--- config.mk ---
export PLATFORM = sky130hd
export DESIGN_NAME = dax_addr_xlate
export DESIGN_NICKNAME = d
export VERILOG_FILES = /design/src/rtl/dax_pkg.sv /design/src/rtl/dax_char_decode.sv /design/src/rtl/dax_wrap_add.sv /design/src/rtl/dax_idx_fetch.sv /design/src/rtl/dax_addr_xlate.sv
export SDC_FILE = /design/constraint.sdc
export NUM_CORES = 1
export LEC_CHECK = 0
export ABC_CLOCK_PERIOD_IN_PS = 10900
export BUFFER_PORTS_ARGS = -buffer_cell sky130_fd_sc_hd__buf_2
export CAP_MARGIN = 20
export CORE_AREA = 2 2 103 105
export DETAILED_ROUTE_END_ITERATION = 8
export DIE_AREA = 0 0 105 107
export GPL_ROUTABILITY_DRIVEN = 1
export GPL_TIMING_DRIVEN = 0
export PLACE_DENSITY_LB_ADDON = 0.05
export SYNTH_ARGS = -nofsm -noshare
export SYNTH_HDL_FRONTEND = slang
export SYNTH_SLANG_ARGS = --single-unit
--- constraint.sdc ---
create_clock -name clk -period 10.9 [get_ports clk]
set_input_delay 0.545 -clock clk [delete_from_list [all_inputs] [get_ports clk]]
set_output_delay 0.545 -clock clk [all_outputs]
set_load 0.01 [all_outputs]
--- src/rtl/dax_pkg.sv ---
`timescale 1ns/1ps
package dax_pkg;
    localparam int CHAR_W     = 6;
    localparam int BCD_W      = 4;
    localparam int ADDR_W     = 14;
    localparam int SPAN       = 16000;
    localparam int IDX_CHARS  = 3;
    localparam int IDX_FIRST  = 87;
    localparam int IDX_STRIDE = 5;

    typedef logic [CHAR_W-1:0] char_t;
    typedef logic [ADDR_W-1:0] addr_t;

    typedef struct packed {
        char_t hi;
        char_t mid;
        char_t lo;
    } addr_chars_t;

    typedef enum logic [1:0] {
        ST_IDLE  = 2'd0,
        ST_FETCH = 2'd1,
        ST_SUM   = 2'd2
    } fetch_state_e;

    function automatic logic [1:0] zone_of(input char_t c);
        return c[CHAR_W-1 -: 2];
    endfunction

    function automatic logic [BCD_W-1:0] digit_of(input char_t c);
        logic [BCD_W-1:0] d;
        d = c[BCD_W-1:0];
        return (d == 4'd10) ? 4'd0 : d;
    endfunction

    function automatic addr_t slot_base(input logic [1:0] sel);
        return addr_t'(IDX_FIRST + (int'(sel) - 1) * IDX_STRIDE);
    endfunction
endpackage

--- src/rtl/dax_char_decode.sv ---
`timescale 1ns/1ps
module dax_char_decode
    import dax_pkg::*;
#(
    parameter int AW = ADDR_W
) (
    input  addr_chars_t   chars,
    output logic [AW-1:0] value
);
    logic [3:0] thou;

    assign thou = {zone_of(chars.hi), zone_of(chars.lo)};

    always_comb begin
        value = AW'(int'(thou) * 1000
                  + int'(digit_of(chars.hi)) * 100
                  + int'(digit_of(chars.mid)) * 10
                  + int'(digit_of(chars.lo)));
    end
endmodule

--- src/rtl/dax_wrap_add.sv ---
`timescale 1ns/1ps
module dax_wrap_add #(
    parameter int AW     = 14,
    parameter int SPAN_P = 16000
) (
    input  logic [AW-1:0] a,
    input  logic [AW-1:0] b,
    output logic [AW-1:0] sum
);
    logic [AW:0] raw;

    always_comb begin
        raw = {1'b0, a} + {1'b0, b};
        if (raw >= (AW+1)'(SPAN_P))
            raw = raw - (AW+1)'(SPAN_P);
        sum = raw[AW-1:0];
    end
endmodule

--- src/rtl/dax_idx_fetch.sv ---
`timescale 1ns/1ps
module dax_idx_fetch
    import dax_pkg::*;
#(
    parameter int AW = ADDR_W
) (
    input  logic          clk,
    input  logic          rst,
    input  logic          launch,
    input  logic [1:0]    sel,
    output logic          mem_rd,
    output logic [AW-1:0] mem_addr,
    input  char_t         mem_rdata,
    output logic          busy,
    output logic          idx_ready,
    output addr_chars_t   idx_chars
);
    localparam int CW = $clog2(IDX_CHARS);

    fetch_state_e  st;
    logic [CW-1:0] cnt;
    logic [AW-1:0] slot;
    char_t         cap [IDX_CHARS-1];

    always_ff @(posedge clk) begin
        if (rst) begin
            st   <= ST_IDLE;
            cnt  <= '0;
            slot <= '0;
        end else begin
            case (st)
                ST_IDLE: if (launch) begin
                    st   <= ST_FETCH;
                    cnt  <= '0;
                    slot <= AW'(slot_base(sel));
                end
                ST_FETCH: begin
                    if (cnt == CW'(IDX_CHARS - 1)) st <= ST_SUM;
                    else                           cnt <= cnt + CW'(1);
                end
                default: st <= ST_IDLE;
            endcase
        end
    end

    // each read returns one cycle later; the last arrives in ST_SUM
    for (genvar k = 0; k < IDX_CHARS - 1; k++) begin : g_cap
        always_ff @(posedge clk) begin
            if (rst)
                cap[k] <= '0;
            else if (st == ST_FETCH && cnt == CW'(k + 1))
                cap[k] <= mem_rdata;
        end
    end

    assign mem_rd    = (st == ST_FETCH);
    assign mem_addr  = slot + AW'(cnt);
    assign busy      = (st != ST_IDLE);
    assign idx_ready = (st == ST_SUM);
    assign idx_chars = '{hi: cap[0], mid: cap[1], lo: mem_rdata};


    ready_after_read_chk: assert property (@(posedge clk) disable iff (rst)
        idx_ready |-> $past(mem_rd));
endmodule

--- src/rtl/dax_addr_xlate.sv ---
`timescale 1ns/1ps
module dax_addr_xlate
    import dax_pkg::*;
#(
    parameter int AW = ADDR_W
) (
    input  logic          clk,
    input  logic          rst,
    input  logic          start,
    input  logic [5:0]    char_hi,
    input  logic [5:0]    char_mid,
    input  logic [5:0]    char_lo,
    output logic          mem_rd,
    output logic [AW-1:0] mem_addr,
    input  logic [5:0]    mem_rdata,
    output logic          busy,
    output logic          done,
    output logic [AW-1:0] ea
);
    addr_chars_t   in_chars;
    addr_chars_t   idx_chars;
    logic [AW-1:0] base_val;
    logic [AW-1:0] base_q;
    logic [AW-1:0] idx_val;
    logic [AW-1:0] sum_val;
    logic [1:0]    sel;
    logic          accept;
    logic          launch;
    logic          idx_ready;

    assign in_chars = '{hi: char_hi, mid: char_mid, lo: char_lo};
    assign sel      = zone_of(char_mid);
    assign accept   = start && !busy;
    assign launch   = accept && (sel != 2'd0);

    dax_char_decode #(.AW(AW)) u_base_dec (.chars(in_chars),  .value(base_val));
    dax_char_decode #(.AW(AW)) u_idx_dec  (.chars(idx_chars), .value(idx_val));

    dax_wrap_add #(.AW(AW), .SPAN_P(SPAN)) u_add (
        .a(base_q), .b(idx_val), .sum(sum_val));

    dax_idx_fetch #(.AW(AW)) u_fetch (
        .clk(clk), .rst(rst), .launch(launch), .sel(sel),
        .mem_rd(mem_rd), .mem_addr(mem_addr), .mem_rdata(mem_rdata),
        .busy(busy), .idx_ready(idx_ready), .idx_chars(idx_chars));

    always_ff @(posedge clk) begin
        if (rst) begin
            done   <= 1'b0;
            ea     <= '0;
            base_q <= '0;
        end else begin
            done <= 1'b0;
            if (launch)
                base_q <= base_val;
            if (accept && sel == 2'd0) begin
                ea   <= base_val;
                done <= 1'b1;
            end
            if (idx_ready) begin
                ea   <= sum_val;
                done <= 1'b1;
            end
        end
    end


    addr_step_chk: assert property (@(posedge clk) disable iff (rst)
        mem_rd && $past(mem_rd) |-> mem_addr == $past(mem_addr) + AW'(1));


    slot_range_chk: assert property (@(posedge clk) disable iff (rst)
        mem_rd |-> (mem_addr >= AW'(87) && mem_addr <= AW'(99) && (mem_addr % AW'(5)) >= AW'(2)));


    done_on_release_chk: assert property (@(posedge clk) disable iff (rst)
        $fell(busy) |-> done);


    ea_in_span_chk: assert property (@(posedge clk) disable iff (rst)
        done |-> ea < AW'(SPAN));
endmodule

== After elaboration in Yosys (flattened, before gate mapping) ==
Memories as Yosys holds them, arrays and structs flattened.
Index checks and enable logic that the tools add are counted.

* Memories: 1
* Output and inout bits: 31
* Flip-flop bits (word level): 47
* Memory bits (writable): 12
* Logic and storage cells: 84

{| class="wikitable"
|+ Memories
! name !! depth !! bits a word !! read ports !! clocked after Yosys merged registers in !! wr ports !! line !! source
|-
| u_fetch.cap || 2 || 6 || 2 || 0 || 2 || dax_idx_fetch.sv:23 || <nowiki>char_t cap [IDX_CHARS-1];</nowiki>
|}

* Muxes and demuxes: 27
* Add/sub/neg operators: 12
* Order comparisons: 1
* Equal/unequal tests: 13
* Multipliers: 7
* Reduce and logical (&&, ||, !) cells: 15
* Bitwise gates (word level): 2

{| class="wikitable"
|+ Operators by type and width
! operator !! count
|-
| 14-bit adder || 4
|-
| 14-bit two-way mux || 3
|-
| 32-bit by 4-bit multiplier with 14-bit output (second input constant) || 1
|-
| 14-bit by 5-bit adder with 14-bit output || 2
|-
| 4-bit == test (second input constant) || 6
|-
| 4-bit two-way mux || 6
|-
| 4-bit by 7-bit multiplier with 11-bit output (second input constant) || 2
|-
| 4-bit by 5-bit multiplier with 9-bit output (second input constant) || 2
|-
| 14-bit by 14-bit adder with 15-bit output || 1
|-
| 15-bit by 14-bit greater-or-equal comparator with 1-bit output (second input constant) || 1
|-
| 14-bit by 2-bit adder with 14-bit output || 1
|-
| 8-bit by 14-bit adder with 14-bit output (first input constant) || 1
|-
| 4-bit by 3-bit multiplier with 7-bit output (second input constant) || 2
|-
| 14-bit subtractor (second input constant) || 1
|-
| 6-bit two-way mux || 2
|-
| 1-bit two-way mux || 10
|-
| 2-bit two-way mux || 4
|-
| 2-bit case mux with 2 select lines || 2
|-
| 2-bit nonzero test || 4
|-
| 1-bit logical AND || 5
|-
| 2-bit by 1-bit == test with 1-bit output (second input constant) || 2
|-
| 2-bit == test (second input constant) || 2
|-
| 2-bit zero test || 2
|-
| 2-bit inequality test (second input constant) || 2
|-
| 7 further kinds || 9
|}

== Logic depth before layout (Yosys ltp) ==
Gate-level depths: netlist of the first run.
An unclocked memory read counts as a cell.

* Word-level depth: 11
* Gate-level depth with buffers: 29
* Mapped depth without buffers: 29

== Hierarchy ==
From an unflattened synthesis of the first run, not the netlist that was laid out.

* Cell total of the unflattened synthesis: 818
* Area total of the unflattened synthesis: 6975.4 µm²

{| class="wikitable"
|+ Modules (own cells, without submodules)
! module !! times used !! area an instance (µm²) !! cells an instance !! seq. area each (µm²)
|-
| dax_char_decode (u_base_dec) || 1 || 1705.4 || 208 || 0.0
|-
| dax_char_decode (u_idx_dec) || 1 || 1704.1 || 208 || 0.0
|-
| dax_addr_xlate || 1 || 1362.6 || 152 || 580.6
|-
| dax_idx_fetch || 1 || 1241.2 || 118 || 600.6
|-
| dax_wrap_add || 1 || 962.2 || 132 || 0.0
|}

== Worst setup path after synthesis of the first run ==
Ideal clock, no wire load.

* Kind: register -> register
* Start: memory u_fetch.cap[1][0] in the netlist's numbering
* End: register ea[8]
* Data arrival time: 5.743 ns
* Cell stages (with the launch flop): 30
* Setup slack: 5.084 ns
* Buffers on the path: 0
* Setup time: 0.073 ns
* Data required time: 10.827 ns
* Cells stage by stage: edfxtp_1 -> nor2_1 -> nand2_1 -> nand2_1 -> inv_1 -> ha_1 -> ha_1 -> fa_1 -> inv_1 -> fa_1 -> inv_1 -> ha_1 -> ha_1 -> nor2b_1 -> o21ai_0 -> a21boi_0 -> o21a_1 -> o21ai_0 -> nand2b_1 -> a21oi_1 -> xnor2_1 -> ha_1 -> nor2b_1 -> nor4_1 -> a21oi_1 -> xnor2_1 -> a21oi_2 -> a31o_4 -> or4_1 -> o211ai_2

{| class="wikitable"
|+ RTL lines
! item !! line !! source
|-
| start: declaration || dax_idx_fetch.sv:23 ||
|-
| end signal: assignment || dax_addr_xlate.sv:57 || <nowiki>ea <= base_val;</nowiki>
|-
| end signal: assignment || dax_addr_xlate.sv:61 || <nowiki>ea <= sum_val;</nowiki>
|-
| end: declaration || dax_addr_xlate.sv:18 || <nowiki>output logic [AW-1:0] ea</nowiki>
|}

==> results of run 1 <==
registers in the layout, summed over array words and instances (netlist names):
signal,count
base_q,14
ea,14
u_fetch.cap,10
u_fetch.slot,8
u_fetch.cnt,2
u_fetch.st,2
done,1
routing by layer:
layer  GRT usage  vias up  share of wire
met5           0        -              0
met4      0.0838        0          0.026
met3      0.0340       24          0.036
met2       0.473      107           0.52
met1       0.282     2488           0.41
li1            -     2653              -
power by group through the flow:
| stage | registers (mW) | logic [mW] | clock network [mW] |
|---|---|---|---|
| finish | 0.234 | 1.22 | 0.111 |
| global route | 0.236 | 1.37 | 0.120 |
| CTS | 0.234 | 1.22 | 0.112 |
| detailed placement | 0.238 | 1.21 | 0 |
| global placement | 0.238 | 1.18 | 0 |
| floorplan | 0.235 | 0.980 | 0 |
how the worst min path moves through the flow:
| stage | from | endpoint | cells after the start |
|---|---|---|---|
| 3_3_place_gp | base_q[5] | base_q[5] | 2 |
| 4_1_cts | base_q[5] | base_q[5] | 2 |
| 5_1_grt | base_q[5] | base_q[5] | 2 |
| 6_report | base_q[5] | base_q[5] | 2 |
| 2_1_floorplan | base_q[0] | base_q[0] | 2 |
| 3_5_place_dp | base_q[2] | base_q[2] | 2 |
synth_stat cells, types with 2 or more instances:
cell	number	area (um^2)
or3_1	3	18.8
ha_1	118	1480
a22oi_1	3	22.5
a21oi_1	52	260
a311oi_1	3	26.3
buf_4	8	60.1
nor3_1	7	35.0
xor2_1	17	149
o21ai_0	16	80.1
and4_1	2	17.5
nor2b_1	10	62.6
o21bai_1	5	37.5
inv_1	102	383
nand3_1	9	45.0
a21o_1	13	97.6
a2111oi_0	2	17.5
nor4_1	3	18.8
nor2_1	48	180
nand2b_1	8	50.1
fa_1	36	721
xnor2_1	38	333
nor3b_1	2	15.0
a21boi_0	8	60.1
clkbuf_1	19	71.3
nand2_2	2	12.5
a211oi_1	9	67.6
a21oi_2	3	26.3
nand3b_1	3	22.5
a211o_1	2	17.5
and2_1	15	93.8
o21ai_1	3	15.0
nor4_2	2	25.0
dfxtp_1	41	821
edfxtp_1	10	300
a22o_1	2	17.5
mux2i_1	5	50.1
o21a_1	5	37.5
o211ai_1	5	37.5
nand2_1	76	285
and3_1	7	43.8
a2111oi_2	2	30.0
a31oi_1	7	43.8
critical path: stages (launching register included):
cell	delay [ns]
edfxtp_1	0.40
nor2_1	0.07
a21boi_0	0.34
ha_1	0.31
ha_1	0.23
fa_1	0.49
inv_1	0.05
fa_1	0.54
inv_1	0.05
ha_1	0.28
ha_1	0.33
nor2b_1	0.14
o21ai_0	0.18
a21boi_0	0.14
o21a_1	0.21
o21ai_0	0.20
nand2b_1	0.11
a21oi_1	0.23
xnor2_1	0.17
ha_1	0.32
o21a_1	0.23
a21oi_1	0.15
a21oi_1	0.08
xnor2_1	0.30
a21oi_2	0.09
a31o_4	0.27
or4_1	0.43
o211ai_2	0.07
area by class of cell:
class,count,area [um^2]
Clock buffer,6,72.6
Buffer,31,156
Sequential cell,51,1120
Multi-Input combinational cell,576,4790
Inverter,102,383
Fill cell,852,3120
Tap cell,136,170
Timing Repair Buffer,52,260
Clock inverter,2,13.8
cells by family (layout without fill, tap and decap cells):
family | count (synthesis) | count (layout) | share of synthesized area
and+or+nand+nor | 206 | 206 | 0.155
adders and majority gates | 154 | 154 | 0.341
AOI/OAI and AO/OA | 150 | 150 | 0.159
buffers and inverters | 133 | 193 | 0.0837
xor gates and xnor gates | 56 | 56 | 0.0791
DFF | 51 | 51 | 0.174
muxes | 5 | 5 | 0.00777
other | 1 | 5 | 0.000582
metrics by stage:
step | setup WS, ns | hold slack, ns | utilization
after global placement | 4.64 | 0.452 | 0.682
after detailed placement | 4.49 | 0.457 | 0.682
after floorplan | 5.08 | 0.440 | -
final | 4.43 | 0.467 | 0.691
after CTS | 4.44 | 0.472 | 0.691
after global routing | 3.92 | 0.486 | 0.691
==> flow_metrics.env, run 1 <==
export IMPL_final_hold_viol_count=0
export IMPL_cp_max_fo=5
export IMPL_avgSynthCellArea_um2=8.52
export IMPL_seqPwrFrac=0.149
export IMPL_min_period_ns=6.47
export IMPL_crit_end="ea[8]"
export IMPL_io_pins=58
export IMPL_p_leak_nw=3.52
export IMPL_fin_tns_setup_ns=0
export IMPL_rr_worst_depth=27
export IMPL_final_area_um2=6970
export IMPL_hp_class="register to register"
export IMPL_core_area_um2=10100
export IMPL_tightest_slew_ns=0.722
export IMPL_cp_required_ns=11.14
export IMPL_cap_violations=0
export IMPL_dieWidth_um=105
export IMPL_p_comb_frac=0.780
export IMPL_grt_setup_unrepaired="false"
export IMPL_yosysUniqueCellTypes=67
export IMPL_arrival_ns=6.71
export IMPL_fp_dieH_um=107
export IMPL_ys_ff_latch=51
export IMPL_reg2reg_setup_slack_ns=4.43
export IMPL_yosysWarnings=0
export IMPL_finalSetupViolations=0
export IMPL_grt_pass1_vias=5215
export IMPL_ctsHoldBuffers=0
export IMPL_overflow=0
export IMPL_grt_max_degree=17
export IMPL_post_cts_resized=0
export IMPL_die_area_um2=11200
export IMPL_criticalPathCategory="register to register"
export IMPL_end_kind="register"
export IMPL_drc=0
export IMPL_drive_gt1_frac=0.106
export IMPL_clock_fmax_mhz=155
export IMPL_swShare=0.503
export IMPL_fin_nets=1000
export IMPL_timing_rr_start="u_fetch.cap[1][0]"
export IMPL_internal_power_uw=781
export IMPL_total_power_mw=1.57
export IMPL_synth_edff_count=10
export IMPL_cts_tree="done"
export IMPL_cts_root_buf="clkbuf_8"
export IMPL_clock_path_buffers=2
export IMPL_cts_sinks=51
export IMPL_clk_pin_slew_ns=0.10
export IMPL_synth_ff_type="dfxtp_1"
export IMPL_dp_cells=948
export IMPL_dr_pass1_iters=6
export IMPL_port_buffers=52
export IMPL_power_share_clock=0.071
export IMPL_seq_area_frac_synth=0.174
export IMPL_async_reset_ff_frac=0
export IMPL_n_antenna_cell=0
export IMPL_post_drt_wl_per_cell_um=14.2
export IMPL_h_tree_depth=2
export IMPL_reg2reg_to="ea[8]"
export IMPL_ir_drop_mv=0.131
export IMPL_layout_cells_non_filler=956
export IMPL_routed_via_density=5.51
export IMPL_track_usage=0.248
export IMPL_dpl_cell_area_um2=6890
export IMPL_ant_nets=0
export IMPL_antenna_found_initial=0
export IMPL_numCtsBuffers=5
export IMPL_clk_insertion_delay_late_ns=0.31
export IMPL_rows=37
export IMPL_layout_common_cells="ha_1 (118), inv_1 (102), nand2_1 (76), buf_2 (53), a21oi_1 (52)"
export IMPL_place_congestion=0.881
export IMPL_syn_area_um2=6440
export IMPL_finalClockSkew_ns=0.00709
export IMPL_p_per_area_nw_per_um2=225
export IMPL_drtIter0Drc=234
export IMPL_grt_pass1_wl_mm=22.9
export IMPL_postCtsSetupBuffers=0
export IMPL_relSlewSlack=0.518
export IMPL_areaGrowthSynthToFinish_pct=8.26
export IMPL_report_final_slew_viol_count=0
export IMPL_vias=5272
export IMPL_crit_path_start_kind="register"
export IMPL_outcome="finished, final reports clean"
export IMPL_start_util=0.638
export IMPL_switchingPower_uw=789
export IMPL_routed_wl_mm=13.6
export IMPL_period_share=0.593
export IMPL_crit_path_start="u_fetch.cap[1][0]"
export IMPL_layout_commonest_cell="ha_1"
export IMPL_syn_instance_count=756
export IMPL_dpl_hpwl_mm=11.6
Power figures use the tool's default switching activity.
==> inputs of run 2 (changes only) <==
--- a/config.mk
+++ b/config.mk
@@ -5,12 +5,12 @@
 export SDC_FILE = /design/constraint.sdc
 export NUM_CORES = 1
 export LEC_CHECK = 0
-export ABC_CLOCK_PERIOD_IN_PS = 10900
+export ABC_CLOCK_PERIOD_IN_PS = 6520
 export BUFFER_PORTS_ARGS = -buffer_cell sky130_fd_sc_hd__buf_2
 export CAP_MARGIN = 20
-export CORE_AREA = 2 2 103 105
+export CORE_AREA = 2 2 105 107
 export DETAILED_ROUTE_END_ITERATION = 8
-export DIE_AREA = 0 0 105 107
+export DIE_AREA = 0 0 107 109
 export GPL_ROUTABILITY_DRIVEN = 1
 export GPL_TIMING_DRIVEN = 0
 export PLACE_DENSITY_LB_ADDON = 0.05
==> constraint.sdc (replaced) <==
create_clock -name clk -period 6.52 [get_ports clk]
set_input_delay 0.326 -clock clk [delete_from_list [all_inputs] [get_ports clk]]
set_output_delay 0.326 -clock clk [all_outputs]
set_load 0.01 [all_outputs]
==> flow_metrics.env, run 2 (synthesis gave the netlist of run 1 again) <==
export IMPL_path_buf_inv=3
export IMPL_min_period_ns=6.25
export IMPL_p_leak_nw=3.53
export IMPL_ctsHoldBuffers=0
export IMPL_routed_wl_mm=14.3
export IMPL_cp_max_fo=5
export IMPL_cap_violations=0
export IMPL_clock_fmax_mhz=160
export IMPL_crit_path_start="u_fetch.cap[1][2]"
export IMPL_timing_rr_start="u_fetch.cap[1][2]"
export IMPL_n_antenna_cell=0
export IMPL_io_pins=58
export IMPL_core_area_um2=10600
export IMPL_p_per_area_nw_per_um2=395
export IMPL_grt_use_met3=0.0251
export IMPL_tightest_slew_ns=0.720
export IMPL_dr_pass1_iters=4
export IMPL_final_hold_viol_count=0
export IMPL_grt_busiest_layer="met2"
export IMPL_drc=0
export IMPL_end_kind="register"
export IMPL_path_delay_family="adder cells"
export IMPL_dieWidth_um=107
export IMPL_arrival_ns=6.50
export IMPL_cts_tree="done"
export IMPL_grt_pass1_vias=5354
export IMPL_rows=38
export IMPL_dpl_hpwl_mm=12.1
export IMPL_ir_drop_mv=0.259
export IMPL_numCtsBuffers=5
export IMPL_slowest_delay_ns=0.55
export IMPL_track_usage=0.255
export IMPL_grt_pass1_wl_mm=23.9
export IMPL_use_met1=0.290
export IMPL_overflow=0
export IMPL_hp_class="input pin to register"
export IMPL_total_power_mw=2.79
export IMPL_reg_top3="base_q x14, ea x14, u_fetch.cap x10"
export IMPL_antenna_found_initial=0
export IMPL_areaGrowthSynthToFinish_pct=9.71
export IMPL_period_share=0.959
export IMPL_fp_dieH_um=109
export IMPL_die_area_um2=11700
export IMPL_start_util=0.607
export IMPL_place_congestion=0.846
export IMPL_clock_path_buffers=2
export IMPL_report_final_slew_viol_count=0
export IMPL_min_from="char_mid[4]"
export IMPL_cts_root_buf="clkbuf_8"
export IMPL_fin_tns_setup_ns=0
export IMPL_cp_required_ns=6.77
export IMPL_ant_nets=0
export IMPL_grt_max_degree=17
export IMPL_cts_sinks=51
export IMPL_vias=5298
export IMPL_port_buffers=52
export IMPL_relSlewSlack=0.520
export IMPL_outcome="finished, final reports clean"
export IMPL_grt_setup_unrepaired="false"
export IMPL_finalClockSkew_ns=0.0103
export IMPL_fin_util=0.666
export IMPL_routed_via_density=5.51
export IMPL_clk_insertion_delay_late_ns=0.31
export IMPL_drive_gt1_frac=0.122
export IMPL_h_tree_depth=2
export IMPL_n_fill_cell=885
export IMPL_slowest_stage="fa_1"
export IMPL_drtIter0Drc=274
export IMPL_grt_use_met2=0.497
export IMPL_criticalPathCategory="register to register"
export IMPL_crit_path_start_kind="register"
export IMPL_finalSetupViolations=0
export IMPL_post_drt_wl_per_cell_um=14.9
export IMPL_clk_pin_slew_ns=0.10
export IMPL_layout_common_cells="ha_1 (115), inv_1 (102), nand2_1 (76), buf_2 (53), a21oi_1 (48)"
export IMPL_layout_commonest_cell="ha_1"
export IMPL_fin_nets=1002
[run 2: path summary, 6_finish.rpt]
kind                     endpoint  slack [ns]  cells past startpoint
setup reg to reg            ea[8]        0.27                     29
hold / removal    u_fetch.slot[0]        0.30                      3
hold reg to reg         base_q[0]        0.46                      2
setup / recovery            ea[8]        0.27                     29
[run 2: final cells by class]
cell class	instances	area [um^2]	share of cell area
clock inverter	3	17.5	0.00248
tap	140	175	0.0248
buffer	31	156	0.0221
sequential	51	1120	0.159
multi-input combinational	576	4870	0.689
clock buffer	5	68.8	0.00974
inverter	102	383	0.0542
timing repair buffer	54	275	0.0390
[run 2: tightest hold or removal path, delay by kind of cell]
family | cells | cell delay [ns]
compound gates | 1 | 0.05
buf+inv | 1 | 0.14
simple gates | 1 | 0.06
[run 2: repair_timing]
action / 4_1_cts / 5_1_grt
resized for setup: 1 / 16
endpoints found under the setup margin: 1 / 7
pin swaps: 0 / 8
buffers inserted: 0 / 2
[run 2: power breakdown]
part / switching, mW / internal (mW)
sequential: 0.0324 / 0.361
clock: 0.111 / 0.0753
combinational: 1.27 / 0.943
total: 1.41 / 1.38
[run 2: metal layers]
metal	up-vias	wire, um
li1	2661	-
met5	-	0
met4	0	328
met3	26	405
met1	2520	5920
met2	91	7650
[run 2: per-stage QoR]
stage               std cells  worst slack, ns  hold WS [ns]  area [um^2]
finish                    962            0.270         0.304         7070
global route              962         0.000909         0.306         7070
CTS                       960           0.0940         0.298         6980
detailed placement        952           0.0350         0.454         6890
global placement          952            0.165         0.450         6890
floorplan                 760            0.704         0.440         6450
==> inputs of run 3 (changes only) <==
--- a/config.mk
+++ b/config.mk
@@ -8,12 +8,13 @@
 export ABC_CLOCK_PERIOD_IN_PS = 6520
 export BUFFER_PORTS_ARGS = -buffer_cell sky130_fd_sc_hd__buf_2
 export CAP_MARGIN = 20
-export CORE_AREA = 2 2 105 107
+export CORE_AREA = 2 2 110 112
 export DETAILED_ROUTE_END_ITERATION = 8
-export DIE_AREA = 0 0 107 109
+export DIE_AREA = 0 0 112 114
 export GPL_ROUTABILITY_DRIVEN = 1
 export GPL_TIMING_DRIVEN = 0
 export PLACE_DENSITY_LB_ADDON = 0.05
 export SYNTH_ARGS = -nofsm -noshare
 export SYNTH_HDL_FRONTEND = slang
+export SYNTH_HIERARCHICAL = 1
 export SYNTH_SLANG_ARGS = --single-unit
==> flow_metrics.env, run 3 <==
export IMPL_fin_nets=1072
export IMPL_h_tree_depth=2
export IMPL_cap_violations=0
export IMPL_finalClockSkew_ns=0.00727
export IMPL_drtIter0Drc=233
export IMPL_relSlewSlack=0.441
export IMPL_grt_busiest_layer="met2"
export IMPL_post_drt_wl_per_cell_um=14.9
export IMPL_clk_pin_slew_ns=0.07
export IMPL_reg_top3="base_q x14, ea x14, u_fetch/cap x10"
export IMPL_antenna_found_initial=0
export IMPL_slowest_stage="fa_1"
export IMPL_ant_nets=0
export IMPL_drive_gt1_frac=0.199
export IMPL_routed_via_density=5.62
export IMPL_place_congestion=0.934
export IMPL_period_share=0.965
export IMPL_cts_sinks=51
export IMPL_grt_pass1_vias=5716
export IMPL_rows=40
export IMPL_tightest_slew_ns=0.838
export IMPL_avgSynthCellArea_um2=8.48
export IMPL_n_antenna_cell=0
export IMPL_layout_commonest_cell="inv_1"
export IMPL_crit_top_cell="ha_1"
export IMPL_final_hold_viol_count=0
export IMPL_areaGrowthSynthToFinish_pct=15.4
export IMPL_start_util=0.589
export IMPL_end_kind="register"
export IMPL_arrival_ns=6.48
export IMPL_grt_use_met3=0.0287
export IMPL_overflow=0
export IMPL_report_final_slew_viol_count=0
export IMPL_dp_slack_ns=-0.274
export IMPL_hp_class="input pin to register"
export IMPL_clk_insertion_delay_late_ns=0.29
export IMPL_grt_use_met2=0.440
export IMPL_io_pins=58
export IMPL_final_area_um2=7970
export IMPL_ir_drop_mv=0.417
export IMPL_grt_pass1_wl_mm=25.3
export IMPL_cp_required_ns=6.71
export IMPL_routed_wl_mm=15.5
export IMPL_crit_path_start_kind="register"
export IMPL_port_buffers=52
export IMPL_dr_pass1_iters=4
export IMPL_finalSetupViolations=0
export IMPL_dpl_cell_area_um2=7360
export IMPL_outcome="finished, final reports clean"
export IMPL_fin_util=0.680
export IMPL_die_area_um2=12800
export IMPL_drc=0
export IMPL_clock_fmax_mhz=159
export IMPL_use_met1=0.280
export IMPL_criticalPathCategory="register to register"
export IMPL_clock_path_buffers=2
export IMPL_slowest_delay_ns=0.62
export IMPL_layout_common_cells="inv_1 (110), ha_1 (106), buf_2 (58), a21oi_1 (52), nand2_1 (48)"
export IMPL_vias=5843
export IMPL_grt_setup_unrepaired="true"
export IMPL_p_per_area_nw_per_um2=439
export IMPL_setup_ws_ns=0.227
export IMPL_syn_area_um2=6900
export IMPL_core_area_um2=11700
export IMPL_p_leak_nw=3.90
export IMPL_numCtsBuffers=5
export IMPL_dpl_hpwl_mm=12.5
export IMPL_syn_instance_count=814
export IMPL_yosysWarnings=6
export IMPL_cts_tree="done"
export IMPL_dieWidth_um=112
export IMPL_fp_dieH_um=114
export IMPL_cp_max_fo=6
export IMPL_min_period_ns=6.29
export IMPL_grt_max_degree=17
export IMPL_track_usage=0.236
export IMPL_cts_root_buf="clkbuf_16"
## run 3: cell types whose count changed in the layout (fill, tap and decap cells not counted), sizes merged, moves of 6 or more
cell,change
a2111oi,+14
nor3,+28
nand2,-28
xnor2,-6
inv,+7
buf,+22
nand3,+18
nor2,-7
or2,+6
o21ai,+12
or3,+9
## run 3: worst max-delay path: cells and delay by family (launching register included)
family          cells  cell delay, ns
simple gates        6            1.20
flops               1            0.46
fa+ha+maj           7            2.65
xor+xnor            3            0.50
buf+inv             3            0.27
compound gates      6            1.10
## run 3: layout make-up
| class | instances | area (um^2) |
|---|---|---|
| clock buffers | 6 | 129 |
| multi-input cells | 618 | 5530 |
| plain buffers | 39 | 206 |
| flip-flops and latches | 51 | 1120 |
| clock inverters | 2 | 13.8 |
| inverters | 110 | 413 |
| well taps | 147 | 184 |
| repair buffers | 67 | 373 |
| fillers | 962 | 3740 |
## run 3: final timing paths
check / start / to / slack [ns] / depth (start not counted)
worst max-delay path: u_fetch/cap[0][4] / ea[9] / 0.23 / 25
worst max register to register: u_fetch/cap[0][4] / ea[9] / 0.23 / 25
worst min-delay path: rst / u_fetch/slot[7] / 0.31 / 2
worst min register to register: u_fetch/slot[0] / u_fetch/slot[0] / 0.47 / 2
## run 3: stage by stage
step                      hold slack (ns)  cells  power, mW  setup TNS, ns
after floorplan                     0.402    818       2.26              0
after global placement              0.460   1017       2.66         -0.333
after detailed placement            0.470   1017       2.72         -0.833
after CTS                           0.307   1029       3.05              0
after global routing                0.312   1040       3.81         -0.395
final                               0.312   1040       3.50              0
## run 3: routing by layer
metal	vias up	part of all wire
li1	2950	-
met1	2766	0.41
met2	101	0.53
met3	26	0.035
met4	0	0.020
met5	-	0
## run 3: what timing repair did
action / CTS / global route
hold buffers: 0 / 0
resized for setup: 6 / 56
setup endpoints to repair: 5 / 7
pin swaps: 1 / 19
cloned: 0 / 1
buffers inserted: 4 / 11
## run 3: where the power goes
group          leakage (nW)  internal, mW  total (mW)  switching [mW]
combinational          3.39          1.20        2.85            1.65
clock                0.0708         0.143       0.258           0.115
sequential            0.439         0.360       0.390          0.0302
total                  3.90          1.70        3.50            1.80
